File: src/rtl/srx_pkg.sv
package srx_pkg;
   typedef enum logic [2:0] {
      S_IDLE,
      S_START,
      S_DATA,
      S_PAR,
      S_STOP,
      S_STOP2
   } srx_state_e;

   // Result of one completed frame, handed from framer to status logic.
   typedef struct packed {
      logic [7:0] data;
      logic       par_ok;
      logic       stop_ok;
   } srx_frame_t;
endpackage

File: src/rtl/srx_sync.sv
module srx_sync #(
   parameter int STAGES = 2
) (
   input  logic clk,
   input  logic rst_n,
   input  logic d_i,
   output logic q_o
);
   if (STAGES < 2) begin : g_bad_stages
      $error("srx_sync: STAGES must be at least 2");
   end

   logic [STAGES-1:0] chain;

   for (genvar i = 0; i < STAGES; i++) begin : g_stage
      always_ff @(posedge clk or negedge rst_n) begin
         if (!rst_n) begin
            chain[i] <= 1'b1;
         end else begin
            if (i == 0) chain[i] <= d_i;
            else        chain[i] <= chain[(i == 0) ? 0 : i-1];
         end
      end
   end

   assign q_o = chain[STAGES-1];
endmodule

File: src/rtl/srx_framer.sv
module srx_framer
   import srx_pkg::*;
#(
   parameter int OVS  = 16,
   parameter int DW   = 8
) (
   input  logic       clk,
   input  logic       rst_n,
   input  logic       tick_i,
   input  logic       line_i,
   input  logic       lock_i,
   input  logic       seven_i,
   input  logic       par_en_i,
   input  logic       par_odd_i,
   input  logic       two_stop_i,
   output logic       done_o,
   output srx_frame_t frame_o
);
   localparam int CW      = $clog2(OVS);
   localparam int BW      = $clog2(DW);
   localparam int HALF_M1 = OVS/2 - 1;
   localparam int FULL_M1 = OVS - 1;

   if (OVS < 4 || (OVS % 2) != 0) begin : g_bad_ovs
      $error("srx_framer: OVS must be even and at least 4");
   end
   if (DW != 8) begin : g_bad_dw
      $error("srx_framer: DW must be 8");
   end

   srx_state_e    state;
   logic [CW-1:0] cnt;
   logic [BW-1:0] bitn;
   logic [DW-1:0] shreg;
   logic          pbit;
   logic          armed;

   logic [BW-1:0] last_bit;
   logic          bit_end;
   logic          mid_start;
   logic [DW-1:0] assembled;

   assign last_bit  = seven_i ? BW'(DW-2) : BW'(DW-1);
   assign bit_end   = tick_i && (cnt == CW'(FULL_M1));
   assign mid_start = tick_i && (cnt == CW'(HALF_M1));
   assign assembled = seven_i ? (shreg >> 1) : shreg;

   always_ff @(posedge clk or negedge rst_n) begin
      if (!rst_n) begin
         state   <= S_IDLE;
         cnt     <= '0;
         bitn    <= '0;
         shreg   <= '0;
         pbit    <= 1'b0;
         armed   <= 1'b0;
         done_o  <= 1'b0;
         frame_o <= '0;
      end else begin
         done_o <= 1'b0;
         unique case (state)
            S_IDLE: begin
               if (tick_i) begin
                  if (lock_i) begin
                     armed <= 1'b0;
                  end else if (line_i) begin
                     armed <= 1'b1;
                  end else if (armed) begin
                     state <= S_START;
                     cnt   <= '0;
                  end
               end
            end
            S_START: begin
               if (mid_start) begin
                  cnt  <= '0;
                  bitn <= '0;
                  if (line_i) begin
                     state <= S_IDLE;
                  end else begin
                     state <= S_DATA;
                  end
               end else if (tick_i) begin
                  cnt <= cnt + 1'b1;
               end
            end
            S_DATA: begin
               if (bit_end) begin
                  cnt   <= '0;
                  shreg <= {line_i, shreg[DW-1:1]};
                  if (bitn == last_bit) begin
                     state <= par_en_i ? S_PAR : S_STOP;
                  end else begin
                     bitn <= bitn + 1'b1;
                  end
               end else if (tick_i) begin
                  cnt <= cnt + 1'b1;
               end
            end
            S_PAR: begin
               if (bit_end) begin
                  cnt   <= '0;
                  pbit  <= line_i;
                  state <= S_STOP;
               end else if (tick_i) begin
                  cnt <= cnt + 1'b1;
               end
            end
            S_STOP: begin
               if (bit_end) begin
                  cnt             <= '0;
                  done_o          <= 1'b1;
                  frame_o.data    <= assembled;
                  frame_o.stop_ok <= line_i;
                  frame_o.par_ok  <= !par_en_i || (((^assembled) ^ pbit) == par_odd_i);
                  armed           <= 1'b0;
                  state           <= two_stop_i ? S_STOP2 : S_IDLE;
               end else if (tick_i) begin
                  cnt <= cnt + 1'b1;
               end
            end
            S_STOP2: begin
               if (bit_end) begin
                  cnt   <= '0;
                  state <= S_IDLE;
               end else if (tick_i) begin
                  cnt <= cnt + 1'b1;
               end
            end
            default: state <= S_IDLE;
         endcase
      end
   end

   // a held error keeps the receiver idle
   p_lock_idle_r8: assert property (@(posedge clk) disable iff (!rst_n)
      (state == S_IDLE && lock_i) |=> (state == S_IDLE));

   // a frame completes only after leaving the stop state
   p_done_from_stop_r3: assert property (@(posedge clk) disable iff (!rst_n)
      done_o |-> (state == S_IDLE || state == S_STOP2));
endmodule

File: src/rtl/srx_status.sv
module srx_status
   import srx_pkg::*;
#(
   parameter int DW = 8
) (
   input  logic          clk,
   input  logic          rst_n,
   input  logic          done_i,
   input  srx_frame_t    frame_i,
   input  logic          irq_en_i,
   input  logic          rd_i,
   input  logic          clr_full_i,
   input  logic          clr_ovr_i,
   input  logic          clr_frm_i,
   input  logic          clr_par_i,
   output logic [DW-1:0] data_o,
   output logic          full_o,
   output logic          ovr_o,
   output logic          frm_o,
   output logic          par_o,
   output logic          lock_o,
   output logic          irq_full_o,
   output logic          irq_err_o
);
   logic accept;
   logic clean;

   assign accept = done_i && !full_o;
   assign clean  = frame_i.stop_ok && frame_i.par_ok;

   always_ff @(posedge clk or negedge rst_n) begin
      if (!rst_n) begin
         data_o <= '0;
         full_o <= 1'b0;
         ovr_o  <= 1'b0;
         frm_o  <= 1'b0;
         par_o  <= 1'b0;
      end else begin
         if (rd_i || clr_full_i) full_o <= 1'b0;
         if (clr_ovr_i)          ovr_o  <= 1'b0;
         if (clr_frm_i)          frm_o  <= 1'b0;
         if (clr_par_i)          par_o  <= 1'b0;
         if (done_i && full_o) begin
            ovr_o <= 1'b1;
         end
         if (accept) begin
            data_o <= frame_i.data;
            if (!frame_i.stop_ok) frm_o <= 1'b1;
            if (!frame_i.par_ok)  par_o <= 1'b1;
            if (clean)            full_o <= 1'b1;
         end
      end
   end

   assign lock_o     = ovr_o || frm_o || par_o;
   assign irq_full_o = full_o && irq_en_i;
   assign irq_err_o  = lock_o && irq_en_i;

   // overrun keeps the old data and raises the flag
   p_ovr_keep_r6: assert property (@(posedge clk) disable iff (!rst_n)
      (done_i && full_o) |=> (ovr_o && $stable(data_o)));

   // a clean frame sets full
   p_clean_full_r7: assert property (@(posedge clk) disable iff (!rst_n)
      (accept && clean) |=> full_o);

   // parity failure flags but never sets full
   p_par_nofull_r4: assert property (@(posedge clk) disable iff (!rst_n)
      (accept && !frame_i.par_ok) |=> (par_o && !full_o));

   // stop failure flags but never sets full
   p_frm_nofull_r5: assert property (@(posedge clk) disable iff (!rst_n)
      (accept && !frame_i.stop_ok) |=> (frm_o && !full_o));

   // read or clear drops full when no frame lands
   p_clear_full_r10: assert property (@(posedge clk) disable iff (!rst_n)
      ((rd_i || clr_full_i) && !done_i) |=> !full_o);

   // error interrupt only rises while enabled
   p_irq_err_en_r9: assert property (@(posedge clk) disable iff (!rst_n)
      $rose(irq_err_o) |-> irq_en_i);
endmodule

File: src/rtl/serial_rx_lockout.sv
module serial_rx_lockout
   import srx_pkg::*;
#(
   parameter int OVS         = 16,
   parameter int SYNC_STAGES = 2,
   parameter int DW          = 8
) (
   input  logic          clk,
   input  logic          rst_n,
   input  logic          baud_tick,
   input  logic          rxd,
   input  logic          cfg_seven,
   input  logic          cfg_par_en,
   input  logic          cfg_par_odd,
   input  logic          cfg_two_stop,
   input  logic          irq_en,
   input  logic          rd_strobe,
   input  logic          clr_full,
   input  logic          clr_ovr,
   input  logic          clr_frm,
   input  logic          clr_par,
   output logic [DW-1:0] rx_data,
   output logic          full,
   output logic          err_ovr,
   output logic          err_frm,
   output logic          err_par,
   output logic          irq_full,
   output logic          irq_err
);
   logic       line_s;
   logic       lock;
   logic       done;
   srx_frame_t frame;

   srx_sync #(.STAGES(SYNC_STAGES)) u_sync (
      .clk   (clk),
      .rst_n (rst_n),
      .d_i   (rxd),
      .q_o   (line_s)
   );

   srx_framer #(.OVS(OVS), .DW(DW)) u_framer (
      .clk        (clk),
      .rst_n      (rst_n),
      .tick_i     (baud_tick),
      .line_i     (line_s),
      .lock_i     (lock),
      .seven_i    (cfg_seven),
      .par_en_i   (cfg_par_en),
      .par_odd_i  (cfg_par_odd),
      .two_stop_i (cfg_two_stop),
      .done_o     (done),
      .frame_o    (frame)
   );

   srx_status #(.DW(DW)) u_status (
      .clk        (clk),
      .rst_n      (rst_n),
      .done_i     (done),
      .frame_i    (frame),
      .irq_en_i   (irq_en),
      .rd_i       (rd_strobe),
      .clr_full_i (clr_full),
      .clr_ovr_i  (clr_ovr),
      .clr_frm_i  (clr_frm),
      .clr_par_i  (clr_par),
      .data_o     (rx_data),
      .full_o     (full),
      .ovr_o      (err_ovr),
      .frm_o      (err_frm),
      .par_o      (err_par),
      .lock_o     (lock),
      .irq_full_o (irq_full),
      .irq_err_o  (irq_err)
   );
endmodule

File: config.mk
export PLATFORM = sky130hd
export DESIGN_NAME = serial_rx_lockout
export DESIGN_NICKNAME = d
export VERILOG_FILES = /design/src/rtl/srx_pkg.sv /design/src/rtl/srx_sync.sv /design/src/rtl/srx_framer.sv /design/src/rtl/srx_status.sv /design/src/rtl/serial_rx_lockout.sv
export SDC_FILE = /design/constraint.sdc
export NUM_CORES = 1
export LEC_CHECK = 0
export BUFFER_PORTS_ARGS = -buffer_cell sky130_fd_sc_hd__buf_2
export CAP_MARGIN = 25
export CORE_ASPECT_RATIO = 1.25
export CORE_UTILIZATION = 45
export DETAILED_ROUTE_END_ITERATION = 10
export HOLD_SLACK_MARGIN = 0.03
export SLEW_MARGIN = 20
export SYNTH_ARGS = -nofsm -noshare
export SYNTH_HDL_FRONTEND = slang
export SYNTH_HIERARCHICAL = 1
export SYNTH_SLANG_ARGS = --single-unit
File: constraint.sdc
create_clock -name clk -period 2.1 [get_ports clk]
set_input_delay 0.42 -clock clk [delete_from_list [all_inputs] [get_ports clk]]
set_output_delay 0.42 -clock clk [all_outputs]
set_load 0.01 [all_outputs]
-- Yosys cells after proc, flatten, opt, wreduce, memory -nomap -nowiden
Cells that the tools add are included.
- output and inout bits: 14
- register bits: 45
- bitwise logic cells: 1
- reductions and logical operators: 27
- add/sub/neg operators: 2
- muxes and demuxes: 46
- equal/unequal tests: 21
- operators by type and width (kind ; count):
    $mux 3 ; 15
    $mux 4 ; 7
    $mux 1 ; 18
    $pmux 3 s6 ; 1
    $ne 2x1->1 const B ; 7
    $pmux 4 s3 ; 1
    $reduce_and 10->1 ; 1
    $mux 8 ; 1
    $ne 2x2->1 const B ; 4
    $reduce_and 4->1 ; 2
    $reduce_xor 8->1 ; 1
    $logic_and 1x1->1 ; 7
    $eq 3x2->1 const B ; 2
    $eq 3x3->1 const B ; 2
    $pmux 3 s2 ; 1
    $reduce_and 2->1 ; 3
    $reduce_bool 2->1 ; 3
    $reduce_and 5->1 ; 1
    $add 4x1->4 const B ; 1
    $eq 4x3->1 const B ; 1
    $eq 4x4->1 const B ; 1
    $logic_or 1x1->1 ; 4
    $reduce_or 4->1 ; 1
    $add 3x1->3 const B ; 1
    10 further kinds ; 11

-- Depth between registers and ports, before layout
- word-level depth: 5
- depth in mapped cells: 7

-- By module
Netlist, hierarchy kept.
- modules (own cells, without submodules) (module ; cells an instance ; seq. area each (µm²) ; times used ; area an instance (µm²)):
    srx_framer ; 151 ; 775.7 ; 1 ; 1652.8
    srx_status ; 35 ; 300.3 ; 1 ; 513.0
    srx_sync ; 2 ; 52.6 ; 1 ; 52.6

-- Worst setup path after synthesis
No wires, ideal clock.
- kind: register -> register
- from: register u_framer.cnt[0]
- to: register u_framer.bitn[2]
- stages on the path, launching flop included: 7
- path slack: 0.318 ns
- data arrival time: 1.661 ns
- clock period less this slack: 1.782 ns
- required time: 1.979 ns
- path through: dfrtp_1 -> ha_1 -> nand3_1 -> or4b_1 -> a21oi_2 -> o21ai_1 -> a22o_1
- longest elaborated chain between the ends: 4
- RTL lines (element ; line ; text):
    from (decl) ; srx_framer.sv:32 ; logic [CW-1:0] cnt;
    from (signal assigned) ; srx_framer.sv:83 ; cnt <= cnt + 1'b1;
    from (signal assigned) ; srx_framer.sv:96 ; cnt <= cnt + 1'b1;
    from (signal assigned) ; srx_framer.sv:105 ; cnt <= cnt + 1'b1;
    $eq 4x4->1 or $eq 4x3->1 (tied branches) ; srx_framer.sv:44, srx_framer.sv:45 ;
    $logic_and 1x1->1, on equally long branches ; srx_framer.sv:44, srx_framer.sv:45 ;
    $ne 2x1->1 (no source line) ; n/a ;
    $reduce_and 4->1 (no source line) * ; n/a ;
    to (signal assigned) ; srx_framer.sv:93 ; bitn <= bitn + 1'b1;
    to (decl) ; srx_framer.sv:33 ; logic [BW-1:0] bitn;
Mark *: on every way between the ends. The rest lies on a longest branch, timed or not.
A chain may end at the register's enable or synchronous reset.

-- Worst setup path after layout
- from: register u_framer.cnt[0]
- to: register u_framer.state[1]
- longest elaborated chain between the ends: 4
- RTL lines (element ; line ; text):
    $eq 4x4->1 or $eq 4x3->1 (tied branches) ; srx_framer.sv:44, srx_framer.sv:45 ;
    $logic_and 1x1->1, on equally long branches ; srx_framer.sv:44, srx_framer.sv:45 ;
    $ne 2x1->1 (no source line) ; n/a ;
    $reduce_and 10->1 (no source line) * ; n/a ;
    to (signal assigned) ; srx_framer.sv:91 ; state <= par_en_i ? S_PAR : S_STOP;
    to (signal assigned) ; srx_framer.sv:116 ; state <= two_stop_i ? S_STOP2 : S_IDLE;
    to (decl) ; srx_framer.sv:31 ; srx_state_e state;
Marks and branches as above.

==> flow_summary.json <==
{
  "pleak_nw": 1.21,
  "synthArstFlopShare_pct": 100,
  "detail_route.wl_per_cell_um": 14.2,
  "portBuffers": 27,
  "placeableCoreArea_um2": 4730,
  "maximum_net_fanout_on_the_critical_path": 8,
  "proportion_of_synthesized_chip_area_in_sequential_cells_pct": 50.9,
  "fp.dieH_um": 80.5,
  "critPathKind": "register to register",
  "cp-end-kind": "register",
  "yosys-top-cells-count": "sky130_fd_sc_hd__dfrtp_1 (43), sky130_fd_sc_hd__nand2_1 (13), sky130_fd_sc_hd__mux2_2 (12), sky130_fd_sc_hd__o21ai_0 (10)",
  "row_count": 28,
  "first_pass_grt_wire_length_um": 6870,
  "post_synth_cell_types": 55,
  "worst_path_largest_cell_delay_ns": 0.40,
  "min_cycle_time_layout_ns": 1.98,
  "setup_viol": 0,
  "tightest_slew_ns": 0.606,
  "grt_util_all_layers_pct": 17.3,
  "ys_ff_latch": 45,
  "io-pin-count": 28,
  "path_cells": "ha_1 -> and4_2 -> inv_2 -> a211oi_4 -> o41ai_2 -> mux2_2",
  "drc_errors": 0,
  "antennaDiodeCount": 0,
  "syn_std_cell_area_um2": 2220,
  "layout-drive-gt1-share_pct": 32.7,
  "drt.antenna.violating_nets": 0,
  "grt_antenna_before_repair": 0,
  "final-hold-violation-count": 0,
  "numClockSinks": 45,
  "grt.overflow.total": 0,
  "detailroute.via_count": 1458,
  "worst_path_dominant_cell_family": "compound AO/OA/AOI/OAI gates",
  "crit_path_top_delay_cell": "sky130_fd_sc_hd__dfrtp_1",
  "finalCritPeriodShare_pct": 94.1,
  "number_of_cells_upsized_or_downsized_after_cts": 0,
  "critPathLaunchType": "register",
  "holdBufCountCts": 0,
  "yosysMostFrequentCell": "sky130_fd_sc_hd__dfrtp_1",
  "worst_ep_arrival_time_ns": 2.16,
  "grt_start_max_net_pins": 46,
  "netlist_instances": 188,
  "required_ns": 2.28,
  "place_area_um2": 2410,
  "synth_edf_count": 0,
  "drtIter0Drc": 57,
  "setup_repair_after_global_routing_missed_its_margin": "false",
  "report.power.total_mw": 2.26,
  "maxCapViolCount": 0,
  "start_util_pct": 46.9,
  "insertion_delay_ns": 0.30,
  "via_count_of_the_first_global_routing_pass": 1567,
  "final_count_of_pins_violating_max_slew": 0,
  "final.setup.tns_ns": 0,
  "ir_worst_vdd_uv": 630,
  "detailedPlacementHpwl_um": 2910,
  "routed_wl_um": 3970,
  "synth_warnings": 6,
  "firstDrtPassIters": 4,
  "cts_setup_buffers": 0,
  "clock_tree.buffer_depth": 2,
  "cts_inserted_buffers": 5,
  "worst_clock_skew_ns": 0.00659,
  "wp_buf_inv": 1,
  "clock.fmax_ghz": 0.506,
  "synth.top_cell.area_share_pct": 48.5,
  "syn-mean-instance-area_um2": 11.8,
  "status": "completed",
  "hp-class": "input pin to asynchronous set/reset pin",
  "layout.cell_area.non_filler_um2": 2500,
  "pwr_density_cell_nw_per_um2": 900,
  "gp_congestion": 0.860,
  "final_nets": 235,
  "cts_root_buf": "sky130_fd_sc_hd__clkbuf_8",
  "tritoncts": "done",
  "clkSlewWorstSetupHoldPaths_ns": 0.08,
  "mappedNetlistNets": 204,
  "area_growth_syn_to_layout_pct": 12.9,
  "synth_top_cells_by_area": "sky130_fd_sc_hd__dfrtp_1 (49%), sky130_fd_sc_hd__mux2_2 (6.1%), sky130_fd_sc_hd__mux2_4 (5.4%)",
  "yosysTopAreaCell": "sky130_fd_sc_hd__dfrtp_1",
  "final_worst_slack_ns": 0.123,
  "dieWidth_um": 64.8,
  "synth-main-ff-cell": "sky130_fd_sc_hd__dfrtp_1",
  "post-place-ws_ns": 0.0943,
  "slew_headroom_pct": 59.4,
  "post_drt_via_cell_ratio": 5.21,
  "design.die.area_um2": 5220,
  "h-tree-depth": 2
}
-- report_power, final --
group | switching [mW] | leakage [nW] | internal [mW]
Sequential | 0.117 | 0.609 | 0.957
Combinational | 0.326 | 0.561 | 0.326
Clock | 0.294 | 0.0445 | 0.236
Total | 0.737 | 1.21 | 1.52
-- layout make-up --
type	instances	area (um^2)
flip-flops and latches	45	1130
multi-input cells	127	1010
clock inverters	3	21.3
inverters	8	30.0
clock buffers	5	68.8
well taps	60	75.1
fillers	428	2220
repair buffers	32	173
-- metrics by stage --
stage / instances / hold slack, ns / utilization (%)
3_3_place_gp: 272 / 0.348 / 51.0
2_1_floorplan: 188 / 0.124 / -
5_1_grt: 280 / 0.206 / 53.0
4_1_cts: 280 / 0.210 / 52.9
3_5_place_dp: 272 / 0.352 / 51.0
6_report: 280 / 0.202 / 53.0
-- layer usage --
metal	share of wire (%)	GRT usage [%]	wire (um)
met1	43	19.7	1710
met2	53	30.5	2090
met3	2.8	3.98	111
met4	1.4	7.33	57
met5	0	0	0
-- state kept, by name (all words and copies together) (netlist names) --
register          cells
u_framer/shreg        8
u_status/par_o        1
u_framer/bitn         3
u_framer/armed        1
u_framer/cnt          4
u_status/ovr_o        1
u_framer/pbit         1
u_framer/state        3
u_framer/frame_o     10
u_sync/chain          1
u_framer/done_o       1
u_sync/q_o            1
u_status/full_o       1
u_status/data_o       8
u_status/frm_o        1
-- kinds of logic after synthesis --
kind of cell             Yosys count  share of synthesized area [%]
flip-flops                        45                           50.9
AND/OR/NAND/NOR                   50                           13.0
multiplexers                      27                           14.7
buffers and inverters             16                           3.72
AO/OA/AOI/OAI                     38                           12.6
XOR/XNOR                          10                           3.95
adder cells (fa/ha/maj)            2                           1.13
-- cells in the final DEF (no fill, tap or decap), types with 2 or more instances in the layout --
master	netlist	routed
sky130_fd_sc_hd__dfrtp_1	43	43
sky130_fd_sc_hd__buf_2	3	27
sky130_fd_sc_hd__nand2_1	13	13
sky130_fd_sc_hd__mux2_2	12	12
sky130_fd_sc_hd__o21ai_0	10	10
sky130_fd_sc_hd__xnor2_1	8	8
sky130_fd_sc_hd__mux2_4	8	8
sky130_fd_sc_hd__nor2_1	7	7
sky130_fd_sc_hd__inv_1	7	7
sky130_fd_sc_hd__mux2i_1	7	7
sky130_fd_sc_hd__clkbuf_8	0	5
sky130_fd_sc_hd__buf_4	0	5
sky130_fd_sc_hd__nand2b_1	5	5
sky130_fd_sc_hd__a21oi_1	4	4
sky130_fd_sc_hd__nand3_1	3	3
sky130_fd_sc_hd__and2b_1	3	3
sky130_fd_sc_hd__and2_1	3	3
sky130_fd_sc_hd__nor3_1	2	2
sky130_fd_sc_hd__a22oi_1	2	2
sky130_fd_sc_hd__a21o_1	2	2
sky130_fd_sc_hd__o21ai_1	2	2
sky130_fd_sc_hd__a32o_1	2	2
sky130_fd_sc_hd__nor3b_1	2	2
sky130_fd_sc_hd__xor2_1	2	2
sky130_fd_sc_hd__ha_1	2	2
sky130_fd_sc_hd__o22ai_1	2	2
sky130_fd_sc_hd__dfstp_2	2	2
-- worst register-to-register path, cell delays in order, from the launching register on --
cell                       delay (ns)
sky130_fd_sc_hd__dfrtp_1         0.40
sky130_fd_sc_hd__ha_1            0.22
sky130_fd_sc_hd__and4_2          0.37
sky130_fd_sc_hd__inv_2           0.10
sky130_fd_sc_hd__a211oi_4        0.31
sky130_fd_sc_hd__o41ai_2         0.18
sky130_fd_sc_hd__mux2_2          0.29
-- worst paths after layout --
kind,startpoint,end,slack (ns),cells past startpoint
min reg2reg,u_sync/chain[0],u_sync/q_o,0.36,0
min,rst_n,u_status/frm_o,0.20,2
max reg2reg,u_framer/cnt[0],u_framer/state[1],0.12,6
max,u_framer/cnt[0],u_framer/state[1],0.12,6
min in group clk,rxd,u_sync/chain[0],0.22,1
max in group asynchronous,rst_n,u_framer/shreg[4],1.52,2
Power figures use the tool's default switching activity.
